### src/rtl/dqs_train_pkg.sv
package dqs_train_pkg;

  localparam int WORD_W = 32;

  typedef enum logic [3:0] {
    ST_IDLE, ST_PROG, ST_ARM, ST_WAIT, ST_TEST, ST_EVAL,
    ST_FIN_PROG, ST_FIN_ARM, ST_FIN_WAIT
  } seq_state_e;

  // Training word for index idx: group from bits 5:4, polarity from bit1 ^ bit3.
  function automatic logic [WORD_W-1:0] pat_word(input logic [31:0] idx);
    logic sel;
    sel = idx[1] ^ idx[3];
    case (idx[5:4])
      2'd0:    pat_word = sel ? 32'hFFFF_FFFF : 32'h0000_0000;
      2'd1:    pat_word = sel ? 32'h5555_5555 : 32'hAAAA_AAAA;
      2'd2:    pat_word = sel ? 32'h5A5A_5A5A : 32'hA5A5_A5A5;
      default: pat_word = sel ? 32'h55AA_55AA : 32'hAA55_AA55;
    endcase
  endfunction

endpackage

### src/rtl/dqs_status_waiter.sv
module dqs_status_waiter #(
  parameter int POLL_LIMIT    = 65535,
  parameter int SETTLE_CYCLES = 10000
) (
  input  logic clk,
  input  logic rst,
  input  logic go,
  input  logic lock_i,
  input  logic init_i,
  output logic ok,
  output logic timeout
);
  localparam int POLL_W   = $clog2(POLL_LIMIT + 1);
  localparam int SETTLE_W = $clog2(SETTLE_CYCLES + 1);

  typedef enum logic [1:0] {W_IDLE, W_LOCK, W_INIT, W_SETTLE} wait_state_e;

  wait_state_e       wst;
  logic [POLL_W-1:0] polls;
  logic [SETTLE_W-1:0] settle;

  always_ff @(posedge clk) begin
    if (rst) begin
      wst     <= W_IDLE;
      polls   <= '0;
      settle  <= '0;
      ok      <= 1'b0;
      timeout <= 1'b0;
    end else begin
      ok      <= 1'b0;
      timeout <= 1'b0;
      case (wst)
        W_IDLE: if (go) begin
          wst   <= W_LOCK;
          polls <= '0;
        end
        W_LOCK: begin
          if (lock_i) begin
            wst   <= W_INIT;
            polls <= '0;
          end else if (polls == POLL_W'(POLL_LIMIT - 1)) begin
            wst     <= W_IDLE;
            timeout <= 1'b1;
          end else begin
            polls <= polls + 1'b1;
          end
        end
        W_INIT: begin
          if (init_i) begin
            wst    <= W_SETTLE;
            settle <= '0;
          end else if (polls == POLL_W'(POLL_LIMIT - 1)) begin
            wst     <= W_IDLE;
            timeout <= 1'b1;
          end else begin
            polls <= polls + 1'b1;
          end
        end
        default: begin
          if (settle == SETTLE_W'(SETTLE_CYCLES - 1)) begin
            wst <= W_IDLE;
            ok  <= 1'b1;
          end else begin
            settle <= settle + 1'b1;
          end
        end
      endcase
    end
  end
endmodule

### src/rtl/dqs_pattern_tester.sv
module dqs_pattern_tester
  import dqs_train_pkg::*;
#(
  parameter int ADDR_W    = 6,
  parameter int PAT_WORDS = 64,
  parameter int READS     = 10
) (
  input  logic              clk,
  input  logic              rst,
  input  logic              go,
  input  logic [WORD_W-1:0] mem_rdata,
  output logic              mem_we,
  output logic              mem_re,
  output logic [ADDR_W-1:0] mem_addr,
  output logic [WORD_W-1:0] mem_wdata,
  output logic              done,
  output logic              pass
);
  localparam int REP_W = $clog2(READS + 1);

  typedef enum logic [1:0] {T_IDLE, T_WRITE, T_READ, T_DRAIN} test_state_e;

  test_state_e       tst;
  logic [ADDR_W-1:0] addr;
  logic [REP_W-1:0]  rep;
  logic              drain_step;
  logic [WORD_W-1:0] exp_q;
  logic              chk_vld;
  logic [WORD_W-1:0] chk_exp;
  logic              fail_q;
  logic              miss;

  assign miss = chk_vld && (mem_rdata != chk_exp);

  always_ff @(posedge clk) begin
    if (rst) begin
      tst        <= T_IDLE;
      addr       <= '0;
      rep        <= '0;
      drain_step <= 1'b0;
      exp_q      <= '0;
      chk_vld    <= 1'b0;
      chk_exp    <= '0;
      fail_q     <= 1'b0;
      mem_we     <= 1'b0;
      mem_re     <= 1'b0;
      mem_addr   <= '0;
      mem_wdata  <= '0;
      done       <= 1'b0;
      pass       <= 1'b0;
    end else begin
      done    <= 1'b0;
      chk_vld <= mem_re;
      chk_exp <= exp_q;
      if (miss) fail_q <= 1'b1;
      case (tst)
        T_IDLE: if (go) begin
          tst    <= T_WRITE;
          addr   <= '0;
          fail_q <= 1'b0;
        end
        T_WRITE: begin
          mem_we    <= 1'b1;
          mem_addr  <= addr;
          mem_wdata <= pat_word(32'(addr));
          if (addr == ADDR_W'(PAT_WORDS - 1)) begin
            tst  <= T_READ;
            addr <= '0;
            rep  <= '0;
          end else begin
            addr <= addr + 1'b1;
          end
        end
        T_READ: begin
          mem_we   <= 1'b0;
          mem_re   <= 1'b1;
          mem_addr <= addr;
          exp_q    <= pat_word(32'(addr));
          if (rep == REP_W'(READS - 1)) begin
            rep <= '0;
            if (addr == ADDR_W'(PAT_WORDS - 1)) begin
              tst        <= T_DRAIN;
              drain_step <= 1'b0;
            end else begin
              addr <= addr + 1'b1;
            end
          end else begin
            rep <= rep + 1'b1;
          end
        end
        default: begin
          mem_re <= 1'b0;
          if (drain_step) begin
            tst  <= T_IDLE;
            done <= 1'b1;
            pass <= !(fail_q || miss);
          end else begin
            drain_step <= 1'b1;
          end
        end
      endcase
    end
  end
endmodule

### src/rtl/dqs_window_tracker.sv
module dqs_window_tracker #(
  parameter int DLY_W   = 7,
  parameter int SHIFT_W = 8
) (
  input  logic               clk,
  input  logic               rst,
  input  logic               clr_all,
  input  logic               clr_run,
  input  logic               res_valid,
  input  logic               res_pass,
  input  logic [SHIFT_W-1:0] cur_shift,
  input  logic [DLY_W-1:0]   cur_delay,
  output logic               any_pass,
  output logic [SHIFT_W-1:0] best_shift,
  output logic [DLY_W-1:0]   mid_delay
);
  localparam int CNT_W = DLY_W + 1;

  logic [CNT_W-1:0] run_cnt, best_cnt, next_cnt;
  logic [DLY_W-1:0] run_start, next_start, best_start, best_end;
  logic [DLY_W:0]   span_sum;

  always_comb begin
    next_cnt   = run_cnt + 1'b1;
    next_start = (run_cnt == '0) ? cur_delay : run_start;
  end

  always_ff @(posedge clk) begin
    if (rst || clr_all) begin
      run_cnt    <= '0;
      run_start  <= '0;
      best_cnt   <= '0;
      best_shift <= '0;
      best_start <= '0;
      best_end   <= '0;
    end else if (clr_run) begin
      run_cnt <= '0;
    end else if (res_valid) begin
      if (!res_pass) begin
        run_cnt <= '0;
      end else begin
        run_cnt   <= next_cnt;
        run_start <= next_start;
        if (next_cnt >= best_cnt) begin
          best_cnt   <= next_cnt;
          best_shift <= cur_shift;
          best_start <= next_start;
          best_end   <= cur_delay;
        end
      end
    end
  end

  assign span_sum  = {1'b0, best_start} + {1'b0, best_end};
  assign mid_delay = span_sum[DLY_W:1];
  assign any_pass  = (best_cnt != '0);
endmodule

### src/rtl/dqs_window_trainer.sv
module dqs_window_trainer
  import dqs_train_pkg::*;
#(
  parameter int LANES         = 9,
  parameter int DLY_W         = 7,
  parameter int SHIFT_W       = 8,
  parameter int SHIFT_FIRST   = 64,
  parameter int SHIFT_LAST    = 95,
  parameter int OUT_OFFSET    = 32,
  parameter int DELAY_FIRST   = 1,
  parameter int DELAY_LAST    = 63,
  parameter int PAT_WORDS     = 64,
  parameter int ADDR_W        = 6,
  parameter int READS         = 10,
  parameter int POLL_LIMIT    = 65535,
  parameter int SETTLE_CYCLES = 10000
) (
  input  logic                   clk,
  input  logic                   rst,
  input  logic                   start_i,
  input  logic                   lock_i,
  input  logic                   init_done_i,
  output logic                   core_run_o,
  output logic [SHIFT_W-1:0]     wr_shift_o,
  output logic [SHIFT_W-1:0]     out_shift_o,
  output logic [LANES*DLY_W-1:0] lane_delay_o,
  output logic                   mem_we_o,
  output logic                   mem_re_o,
  output logic [ADDR_W-1:0]      mem_addr_o,
  output logic [WORD_W-1:0]      mem_wdata_o,
  input  logic [WORD_W-1:0]      mem_rdata_i,
  output logic                   done_o,
  output logic                   no_window_o,
  output logic                   err_o,
  output logic [SHIFT_W-1:0]     err_shift_o,
  output logic [DLY_W-1:0]       err_delay_o
);
  localparam logic [SHIFT_W-1:0] SH_FIRST = SHIFT_W'(SHIFT_FIRST);
  localparam logic [SHIFT_W-1:0] SH_LAST  = SHIFT_W'(SHIFT_LAST);
  localparam logic [SHIFT_W-1:0] SH_OFF   = SHIFT_W'(OUT_OFFSET);
  localparam logic [DLY_W-1:0]   DL_FIRST = DLY_W'(DELAY_FIRST);
  localparam logic [DLY_W-1:0]   DL_LAST  = DLY_W'(DELAY_LAST);

  seq_state_e         state;
  logic [SHIFT_W-1:0] cur_shift;
  logic [DLY_W-1:0]   cur_delay;
  logic               w_go, w_ok, w_to;
  logic               t_go, t_done, t_pass;
  logic               clr_all, clr_run, res_valid;
  logic               any_pass;
  logic [SHIFT_W-1:0] best_shift;
  logic [DLY_W-1:0]   mid_delay;
  logic [DLY_W-1:0]   lane_val;

  assign clr_all   = (state == ST_IDLE) && start_i;
  assign clr_run   = (state == ST_EVAL) && (cur_delay == DL_LAST);
  assign res_valid = (state == ST_TEST) && t_done;

  dqs_status_waiter #(
    .POLL_LIMIT(POLL_LIMIT), .SETTLE_CYCLES(SETTLE_CYCLES)
  ) u_wait (
    .clk(clk), .rst(rst), .go(w_go), .lock_i(lock_i), .init_i(init_done_i),
    .ok(w_ok), .timeout(w_to)
  );

  dqs_pattern_tester #(
    .ADDR_W(ADDR_W), .PAT_WORDS(PAT_WORDS), .READS(READS)
  ) u_test (
    .clk(clk), .rst(rst), .go(t_go), .mem_rdata(mem_rdata_i),
    .mem_we(mem_we_o), .mem_re(mem_re_o), .mem_addr(mem_addr_o),
    .mem_wdata(mem_wdata_o), .done(t_done), .pass(t_pass)
  );

  dqs_window_tracker #(
    .DLY_W(DLY_W), .SHIFT_W(SHIFT_W)
  ) u_track (
    .clk(clk), .rst(rst), .clr_all(clr_all), .clr_run(clr_run),
    .res_valid(res_valid), .res_pass(t_pass),
    .cur_shift(cur_shift), .cur_delay(cur_delay),
    .any_pass(any_pass), .best_shift(best_shift), .mid_delay(mid_delay)
  );

  for (genvar g = 0; g < LANES; g++) begin : g_lane
    always_ff @(posedge clk) begin
      if (rst) begin
        lane_delay_o[g*DLY_W +: DLY_W] <= '0;
      end else if (state == ST_PROG || state == ST_FIN_PROG) begin
        lane_delay_o[g*DLY_W +: DLY_W] <= lane_val;
      end
    end
  end

  always_comb begin
    if (state == ST_PROG) lane_val = cur_delay;
    else if (any_pass)    lane_val = mid_delay;
    else                  lane_val = '0;
  end

  always_ff @(posedge clk) begin
    if (rst) begin
      state       <= ST_IDLE;
      cur_shift   <= SH_FIRST;
      cur_delay   <= DL_FIRST;
      core_run_o  <= 1'b0;
      wr_shift_o  <= SH_FIRST;
      out_shift_o <= SH_FIRST + SH_OFF;
      done_o      <= 1'b0;
      no_window_o <= 1'b0;
      err_o       <= 1'b0;
      err_shift_o <= '0;
      err_delay_o <= '0;
      w_go        <= 1'b0;
      t_go        <= 1'b0;
    end else begin
      w_go <= 1'b0;
      t_go <= 1'b0;
      case (state)
        ST_IDLE: if (start_i) begin
          state       <= ST_PROG;
          cur_shift   <= SH_FIRST;
          cur_delay   <= DL_FIRST;
          done_o      <= 1'b0;
          no_window_o <= 1'b0;
          err_o       <= 1'b0;
        end
        ST_PROG: begin
          core_run_o  <= 1'b0;
          wr_shift_o  <= cur_shift;
          out_shift_o <= cur_shift + SH_OFF;
          state       <= ST_ARM;
        end
        ST_ARM, ST_FIN_ARM: begin
          core_run_o <= 1'b1;
          w_go       <= 1'b1;
          state      <= (state == ST_ARM) ? ST_WAIT : ST_FIN_WAIT;
        end
        ST_WAIT: begin
          if (w_ok) begin
            t_go  <= 1'b1;
            state <= ST_TEST;
          end else if (w_to) begin
            err_o       <= 1'b1;
            err_shift_o <= cur_shift;
            err_delay_o <= cur_delay;
            core_run_o  <= 1'b0;
            state       <= ST_IDLE;
          end
        end
        ST_TEST: if (t_done) begin
          core_run_o <= 1'b0;
          state      <= ST_EVAL;
        end
        ST_EVAL: begin
          if (cur_delay != DL_LAST) begin
            cur_delay <= cur_delay + 1'b1;
            state     <= ST_PROG;
          end else if (cur_shift != SH_LAST) begin
            cur_delay <= DL_FIRST;
            cur_shift <= cur_shift + 1'b1;
            state     <= ST_PROG;
          end else begin
            state <= ST_FIN_PROG;
          end
        end
        ST_FIN_PROG: begin
          core_run_o  <= 1'b0;
          wr_shift_o  <= any_pass ? best_shift : SH_FIRST;
          out_shift_o <= (any_pass ? best_shift : SH_FIRST) + SH_OFF;
          state       <= ST_FIN_ARM;
        end
        ST_FIN_WAIT: begin
          if (w_ok) begin
            done_o      <= 1'b1;
            no_window_o <= !any_pass;
            state       <= ST_IDLE;
          end else if (w_to) begin
            err_o       <= 1'b1;
            err_shift_o <= wr_shift_o;
            err_delay_o <= lane_delay_o[DLY_W-1:0];
            core_run_o  <= 1'b0;
            state       <= ST_IDLE;
          end
        end
        default: state <= ST_IDLE;
      endcase
    end
  end
endmodule

### config.mk
export PLATFORM = sky130hd
export DESIGN_NAME = dqs_window_trainer
export DESIGN_NICKNAME = d
export VERILOG_FILES = /design/src/rtl/dqs_train_pkg.sv /design/src/rtl/dqs_status_waiter.sv /design/src/rtl/dqs_pattern_tester.sv /design/src/rtl/dqs_window_tracker.sv /design/src/rtl/dqs_window_trainer.sv
export SDC_FILE = /design/constraint.sdc
export NUM_CORES = 1
export LEC_CHECK = 0
export ABC_AREA = 1
export BUFFER_PORTS_ARGS = -buffer_cell sky130_fd_sc_hd__clkbuf_2
export CAP_MARGIN = 0
export CORE_MARGIN = 5
export CORE_UTILIZATION = 45
export CTS_CLUSTER_DIAMETER = 150
export CTS_CLUSTER_SIZE = 10
export DETAILED_ROUTE_END_ITERATION = 12
export PLACE_DENSITY = 0.66
export SETUP_SLACK_MARGIN = 0.5
export SYNTH_ARGS = -nofsm -noshare
export SYNTH_HDL_FRONTEND = slang
export SYNTH_SLANG_ARGS = --single-unit
### constraint.sdc
create_clock -name clk -period 3.4 [get_ports clk]
set_input_delay 0.17 -clock clk [delete_from_list [all_inputs] [get_ports clk]]
set_output_delay 0.17 -clock clk [all_outputs]
set_load 0.01 [all_outputs]
* Word-level counts from Yosys, hierarchy flattened *
Cells that the tools add are included.

cells by class
  add/sub/neg operators = 10
  multiplexer cells = 95
  magnitude comparators = 1
  equality and inequality tests = 43
  reduce and logical (&&, ||, !) cells = 54
  bitwise logic cells = 6

operators with widths
  kind                     number
  $mux W32                 4
  $pmux W32 S3             1
  $mux W8                  9
  $mux W7                  10
  $mux W16                 4
  $pmux W8 S2              4
  $pmux W16 S3             1
  $mux W4                  8
  $ne A32 B32 Y1           1
  $pmux W4 S8              1
  $mux W14                 2
  $pmux W14 S2             1
  $pmux W7 S2              2
  $mux W6                  4
  $ne A2 B2 Y1 const B     11
  $mux W1                  20
  $mux W2                  10
  $reduce_and A4 Y1        5
  $ne A2 B1 Y1 const B     9
  $pmux W6 S3              1
  $reduce_and A3 Y1        6
  $add A16 B1 Y16 const B  1
  $add A8 B1 Y8 const B    2
  $add A8 B6 Y8 const B    2
  41 further kinds         90

storage, ports and cells
  output and inout bits = 138
  word-level logic and storage cells = 248
  input port bits = 37
  bits in registers = 263

* Longest topological paths before layout *
Gate-level depths: netlist of run 1.

  depth after elaboration = 5
  mapped depth = 16
  gate-level depth less buffers = 16

* Cells and area by module *
A second synthesis of run 1 with hierarchy kept.

second synthesis, totals
  cell total of the unflattened synthesis = 1,624
  area, all modules = 10,891.7 µm²

modules (own cells, without submodules)
  module              cells each  instances  area an instance (µm²)  seq. area each (µm²)
  dqs_window_trainer  510         1          3,458.3                 1,161.1
  dqs_pattern_tester  377         1          2,650.0                 980.9
  dqs_window_tracker  406         1          2,642.5                 900.9
  dqs_status_waiter   331         1          2,140.8                 680.7

* Worst setup path after synthesis of run 1 *
OpenSTA, ideal clock, no wires.

  path type = reg2reg
  start = register u_track.run_cnt[0]
  end = register u_track.best_shift[3]
  data arrival time = 2.068 ns
  path buffers = 1
  library setup time = 0.116 ns
  cell stages (with the launch flop) = 14
  required time = 3.284 ns
  path slack = 1.216 ns
  clock period less this slack = 2.184 ns
  cells stage by stage = dfxtp_1 ha_1 nand3_1 nand3b_1 xnor2_1 ha_1 nand2_1 nor2_1 nand4_1 nand3_1 nand2_2 buf_2 o21ai_0 nor2_1

on the way
  cells in the longest elaborated chain, start to end = 3

ends and longest elaborated chain
  what                         RTL line                  text
  start: declaration           dqs_window_tracker.sv:19  logic [CNT_W-1:0] run_cnt, best_cnt, next_cnt;
  start signal: assignment     dqs_window_tracker.sv:42  run_cnt <= next_cnt;
  $add A8 B1 Y8                dqs_window_tracker.sv:24  next_cnt = run_cnt + 1'b1;
  net u_track.next_cnt[6]      dqs_window_tracker.sv:19
  $ge A8 B8 Y1                 dqs_window_tracker.sv:44  if (next_cnt >= best_cnt) begin
  $reduce_and A4 Y1 (no line)  -
  end signal: assignment       dqs_window_tracker.sv:46  best_shift <= cur_shift;
  end: declaration             dqs_window_tracker.sv:14  output logic [SHIFT_W-1:0] best_shift,

The timed path passes the listed nets, and every way through them passes these cells.
A chain may end at the register's enable or synchronous reset.

* Worst setup path after layout of run 1 *
  start = register u_track.run_cnt[0]
  end = register u_track.best_start[3]

on the way
  cells in the longest elaborated chain, start to end = 3
  elaborated cells on any way between the ends = 5
  classes of those cells = 1 x add/sub; 1 x order compare; 1 x mux; 2 x reduce/logical

ends and longest elaborated chain
  what                         RTL line                  text
  $add A8 B1 Y8                dqs_window_tracker.sv:24
  net u_track.next_cnt[6]      dqs_window_tracker.sv:19
  $ge A8 B8 Y1                 dqs_window_tracker.sv:44
  $reduce_and A4 Y1 (no line)  -
  end signal: assignment       dqs_window_tracker.sv:47  best_start <= next_start;
  end: declaration             dqs_window_tracker.sv:20  logic [DLY_W-1:0] run_start, next_start, best_start, best_end;

The timed path passes the listed nets, and every way through them passes these cells.

==> impl_results.md, run 1 <==
- Status: finished, final reports clean
- Global-route wire length before repair: 39800 um
- Sequential area share after synthesis: 36.5%
- Max-slew violation count: 0
- Placed Area: 0.0106 mm2
- WS Path Type: flop to flop
- Detail Route met2 WL: 11100 um
- Fin crit share: between 70% and 80%
- # clock sinks: 186
- RSZ-0062 raised after global routing: false
- Final cell count without fillers: 1828
- Nets: 1603
- Netlist Area Pre-Place: 0.0102 mm2
- Area grow syn2layout: 9.45%
- Worst-Skew Late Latency: 430 ps
- Routed vias/inst: 5.01
- Tot GR Track Use: 18.3%
- Crit. End Element: flop
- Max-Cap Viols: 0
- Reg2reg end: u_track.best_start[3]
- Initial antenna violation count: 0
- Clk pin slew, worst setup/hold paths: ~70 ps
- Hold Vio Cnt, Final: 0
- Setup TNS: 0 ps
- Vias: 9152
- Placed cells: 1797
- Worst reg2reg path depth: 14
- Layout cells sized above 1: 17.9%
- Setup slack, reg-to-reg: 750 ps
- Design internal power: between 3 and 4 mW
- WHS: 19.7 ps
- Clock skew: about 12 ps
- Synthesized flop and latch total: 186
- Worst-Margin Slew: 742 ps
- WL met3: 1460 um
- WHS Endpoint: u_wait.timeout
- Die Y-Extent: 161 um
- Max Used Layer: met4
- CTS max path bufs: 2
- Top-level port count: 175
- First-pass detailed-route iteration total: 5
- CTS root buffer: clkbuf_16
- Worst path required time: 3730 ps
- Width of the chip: approximately 160 um
- Wl on met1: ~11000 um
- Initial Utilization: 45.4%
- Logic gate share of total power: a little under a fifth
- Worst hold start: init_done_i
- Hold Path Stages: 2
- CTS tree: done
- Number of port buffers: 174
- Htree depth: 4
- Warnings from Yosys: 0
- Avg Inst Size Synth: between 6 and 7 um2
- Initial drt markers: 384
- Final setup margin: 752 ps
- FF-to-FF Start: u_track.run_cnt[0]
- Setup violators final: 0
- Antenna Nets Post-Route: 0
- Design area: 0.0112 mm2
- Syn Inst Count: 1460
- Clk pwr share: 35.6%
- Antenna cells: 0
- Switching share of power: a little over 30%
- Wire per inst: 13.2 um
- Vias in the first global route: 8399
- Post-CTS Hold Buffers: 0
- Peak Freq: 378 MHz
- Seq pwr share: 45.1%
- Hold WC Path Type: primary input to flop
- Minimum clock period: roughly 2600 ps
- Relative slew slack: 50.5%
- Gr ovfl total: 0
- CTS buffer count: 17
- Worst setup SP type: flop
- Die area: 0.0258 mm2
- Final HPWL DP: 18000 um
- Total Power: 5.54 mW
- Pwr dens: 496 mW/mm2
- Place WS: 729 ps
- Synthesized net count: 1532
- Largest net degree at the start of global routing: 54
- Leakage: 5.15 nW
- Num rows: 55
- Core area: 0.0225 mm2
- Yosys cell types: 58
- # DRC: 0
- Crit path max fanout: 25
- Post-layout util: about half
- Final RePlAce weighted congestion: 0.861
- NetSw: about 1.7 mW
- Worst VDD drop: ~380 uV
- Total routed wirelength: 24100 um
- Crit path arrival time: 2980 ps
## power by group through the flow
stage	combinational, mW	sequential (mW)	clock, mW
after floorplan	0.848	2.54	0
after global placement	1.06	2.55	0
after detailed placement	1.07	2.55	0
after CTS	1.08	2.50	2.02
after global routing	1.21	2.53	2.11
final	1.07	2.50	1.97
## metal layers
metal | vias up | GRT usage, %
met3 | 22 | 3.72
li1 | 4769 | -
met4 | 0 | 4.93
met1 | 4108 | 23.9
met5 | - | 0
met2 | 253 | 31.0
## worst max-delay path by stage
stage                  startpoint                     to  slack [ps]  depth (start not counted)
6_report       u_track.run_cnt[0]  u_track.best_start[3]         750                         14
3_5_place_dp   u_track.run_cnt[0]  u_track.best_start[1]         730                         13
3_3_place_gp   u_track.run_cnt[0]  u_track.best_shift[1]         880                         12
2_1_floorplan  u_track.run_cnt[0]  u_track.best_shift[3]        1220                         13
4_1_cts        u_track.run_cnt[0]  u_track.best_start[1]         720                         13
5_1_grt        u_track.run_cnt[2]  u_track.best_start[3]         510                         16
## cells in the final DEF (no fill, tap or decap), types with 15 or more instances in the layout
| cell | instances |
|---|---|
| a21oi_1 | 100 |
| clkbuf_16 | 17 |
| clkbuf_2 | 174 |
| dfxtp_1 | 186 |
| ha_1 | 34 |
| inv_1 | 155 |
| inv_2 | 15 |
| nand2_1 | 274 |
| nand3_1 | 93 |
| nand4_1 | 19 |
| nor2_1 | 207 |
| nor3_1 | 20 |
| o21ai_0 | 82 |
| o21ai_1 | 32 |
## cell type report
| type | count | area [um2] |
|---|---|---|
| multi-input combinational | 970 | 4930 |
| tap | 285 | 357 |
| clock inverter | 11 | 140 |
| clock buffer | 20 | 437 |
| fill | 2210 | 11300 |
| sequential | 186 | 3720 |
| timing repair buffer | 179 | 908 |
| inverter | 177 | 682 |
## kinds of logic (layout without fill, tap and decap cells)
kind of cell	count (synthesis)	after routing	share of synthesized area, %
and+or+nand+nor	665	665	29.0
buffers and inverters	304	387	15.3
AOI/OAI and AO/OA	253	253	13.4
DFF	186	186	36.5
adders and majority gates	35	35	4.36
xor gates and xnor gates	17	17	1.46
## critical path: stages (launching register included)
cell and delay, ps:
dfxtp_1 410, ha_1 220, nand3_1 110, nand3b_1 190, xnor2_1 270, ha_1 280, nand2_1 100, nor2_1 70
nand4_1 90, nand3_1 100, nand2_2 160, buf_4 310, nand2_1 100, nand3_1 90, inv_1 40
## flip-flops by register name (all words and copies together), names as in the netlist, 8 cells and up
name and count:
u_test.mem_wdata 8, u_wait.polls 16, u_track.best_cnt 8, err_shift_o 8
wr_shift_o 8, u_track.run_cnt 8, u_test.exp_q 8, cur_shift 8
u_test.chk_exp 8, u_wait.settle 14, u_track.best_shift 8
## cell usage after synthesis, drive strengths merged
master / number / share of area, %
nand2: 291 / 11
nor2: 217 / 8.7
dfxtp: 186 / 36
inv: 175 / 6.6
o21ai: 117 / 5.8
buf: 113 / 8.1
a21oi: 100 / 4.9
nand3: 97 / 5.0
ha: 34 / 4.2
nor3: 24 / 1.4
nand4: 21 / 1.4
clkbuf: 14 / 0.51
xor2: 14 / 1.2
a31oi: 6 / 0.37
o211ai: 5 / 0.37
a22oi: 4 / 0.29
nand3b: 4 / 0.29
o21bai: 4 / 0.33
or2: 4 / 0.25
a211oi: 3 / 0.22
nor4: 3 / 0.33
o21a: 3 / 0.22
xnor2: 3 / 0.26
and3: 2 / 0.12
clkinv: 2 / 0.086
nor3b: 2 / 0.20
o2111ai: 2 / 0.17
o22ai: 2 / 0.12
a21boi: 1 / 0.074
a31o: 1 / 0.086
a41oi: 1 / 0.086
fa: 1 / 0.20
o211a: 1 / 0.098
o311a: 1 / 0.098
o31ai: 1 / 0.074
o41ai: 1 / 0.086
## what timing repair did
action	CTS	global route
endpoints found under the setup margin	0	26
resized for setup	0	1
buffers inserted	0	0
No activity file was read; power rests on OpenSTA's default activity.
==> inputs of run 2 (changes only) <==
Clock period 3.4 ns to 2.5 ns, I/O delays scaled along.
==> run 2 against run 1 <==
Combinational power rose by 45%. Clock power rose by 31%. Global-route usage rose by 0.88 points. Worst hold slack improved by 0.71 ps. Sequential power rose by 36%. Routed wire length rose by 4.9%. Setup slack got worse by 580 ps. First-iteration DRC count fell by 7.0%. Largest power group unchanged. Highest routed layer is now met5.
==> impl_results.md, run 2 (same netlist as run 1, synthesis figures left out) <==
- Leakage: 5.35 nW (+4.0%)
- # fillers: 2190 (-0.90%)
- Worst path required time: 2820 ps (-910 ps)
- Routed vias/inst: 5.05 (+0.79%)
- Peak Freq: 430 MHz (+14%)
- Max Used Layer: met5
- Final RePlAce weighted congestion: 0.903 (+4.9%)
- Vias: 9345 (+2.1%)
- Num rows: 55 (unchanged)
- Worst VDD drop: 419 uV (+10%)
- Crit path arrival time: 2650 ps (-330 ps)
- Nets: 1626 (+1.4%)
- Regs by FF count: u_wait.polls x16, u_wait.settle x14
- Detail Route met2 WL: 11800 um (+6.3%)
- Antenna Nets Post-Route: 0 (unchanged)
- CTS tree: done
- Largest net degree at the start of global routing: 54 (unchanged)
- Crit path cell chain: nand3_2 > nor2_2 > nand2_1 > xor2_1 > inv_1 > ha_4 > nand2_1 > nor2_4 > nand4_1 > nand3_2 > nand2_8 > buf_6 > buf_16 > o21ai_2 > nor2_1
- Clk pin slew, worst setup/hold paths: 70 ps (about the same)
- Hold Path Stages: 4 (+2)
- Crit path max fanout: 7 (-72%)
- WHS: 20.4 ps (+0.707 ps)
- Area grow syn2layout: 15.1%
- Total routed wirelength: 25300 um (+4.9%)
- Worst setup SP type: flop
- Core area: 0.0225 mm2 (unchanged)
- Register area: 0.00374 mm2 (+0.57%)
- Initial drt markers: 357 (-7.0%)
- Crit path max-delay family: simple AND/OR/NAND/NOR gates
- Place WS: 107 ps (-621 ps)
- Max-slew violation count: 0 (unchanged)
- Crit. End Element: flop
- WP buf/inv: 3 (+1)
- Max-Cap Viols: 0 (unchanged)
- Critical Path Slowest Stage Cell: dfxtp_4
- Total Power: 7.53 mW (+36%)
- Fin crit share: 93.0% (+15 points)
- Die area: 0.0258 mm2 (unchanged)
- CTS root buffer: clkbuf_16
- Wire per inst: 13.7 um (+3.5%)
- Setup TNS: 0 ps (unchanged)
- Relative slew slack: 59.2% (+8.8 points)
- CTS buffer count: 17 (unchanged)
- Vias in the first global route: 8623 (+2.7%)
- Initial antenna violation count: 1 (+1)
- Number of port buffers: 174 (unchanged)
- Die Y-Extent: 161 um (unchanged)
- Biggest register: u_wait.polls
- Hold Vio Cnt, Final: 0 (unchanged)
- CTS max path bufs: 2 (unchanged)
- Clock skew: 15.5 ps (+3.37 ps)
- Initial Utilization: 45.4% (unchanged)
- Htree depth: 4 (unchanged)
- Largest register FFs: 16 (unchanged)
- Pwr dens: 640 mW/mm2 (+29%)
- # DRC: 0 (unchanged)
- Minimum clock period: 2320 ps (-324 ps)
- Commonest cells after routing, fill and taps aside: nand2_1, nor2_1, dfxtp_1
- Gr ovfl total: 0 (unchanged)
- Crit. path cell count: 15 (+1)
- Setup violators final: 0 (unchanged)
- Global-route wire length before repair: 41600 um (+4.4%)
- WS Path Type: flop to flop
- Tot GR Track Use: 19.2% (+0.88 points)
- Final setup margin: 176 ps (-576 ps)
- Multi-input gate area: 0.00520 mm2 (+5.6%)
- Final HPWL DP: 18400 um (+2.6%)
- Top-level port count: 175 (unchanged)
- Worst-Margin Slew: 612 ps (-130 ps)
- Width of the chip: 161 um (unchanged)
- Max stage delay on crit path: 380 ps (-30 ps)
- Layout cells sized above 1: 22.8% (+4.9 points)
- Status: finished, final reports clean
- Hold WC Path Type: primary input to flop
- Antenna cells: 0 (unchanged)
- First-pass detailed-route iteration total: 5 (unchanged)
- Worst reg2reg path depth: 15 (+1)
- RSZ-0062 raised after global routing: true
- # clock sinks: 186 (unchanged)
- Wl on met1: 11500 um (+2.2%)
- WL met3: 1580 um (+8.3%)
- Commonest non-fill, non-tap cell in the layout: nand2_1
- Worst-Skew Late Latency: 430 ps (about the same)
run 2: final timing paths:
check / end / from / slack [ps]
max reg2reg: u_track.best_shift[3] / u_track.run_cnt[2] / 180
min: u_wait.timeout / lock_i / 20
min reg2reg: u_test.chk_exp[27] / u_test.exp_q[27] / 420
max: u_track.best_shift[3] / u_track.run_cnt[2] / 180
run 2: layout make-up:
type,count,area share [%]
clock buffers,22,4.03
clock inverters,10,0.724
inverters,177,5.97
multi-input cells,970,44.3
flip-flops and latches,186,31.9
well taps,285,3.03
repair buffers,202,10.1
run 2: power by group:
group	internal (mW)	switching (mW)	leakage, nW	total (mW)
combinational	0.564	0.989	3.57	1.55
clock	1.37	1.21	0.273	2.58
sequential	3.19	0.203	1.51	3.40
total	5.13	2.40	5.35	7.53
run 2: layer usage:
metal / track usage, % / vias to the layer above
met1: 24.8 / 4241
met4: 5.75 / 2
met2: 32.3 / 252
li1: - / 4824
met3: 4.26 / 26
met5: 0 / -
run 2: stage by stage:
stage	std cells	cell area [um2]	util, %
floorplan	1460	10300	-
global placement	1809	10700	47.8
detailed placement	1809	10700	47.8
CTS	1852	11600	51.5
global route	1852	11800	52.2
finish	1852	11800	52.2
run 2: worst register-to-register path: cells and delay by family (launching register included):
kind	cells	cell delay (ps)
AO/OA/AOI/OAI	1	110
XOR/XNOR	1	140
AND/OR/NAND/NOR	9	890
adder cells (fa/ha/maj)	1	290
buffers and inverters	3	410
flip-flops	1	380
run 2: what timing repair did:
item | 4_1_cts | 5_1_grt
setup buffers | 7 | 0
hold buffers | 1 | 0
hold endpoints to repair | 1 | 0
pin swaps | 13 | 7
gates cloned | 3 | 0
endpoints found under the setup margin | 47 | 97
gates resized for setup | 34 | 44
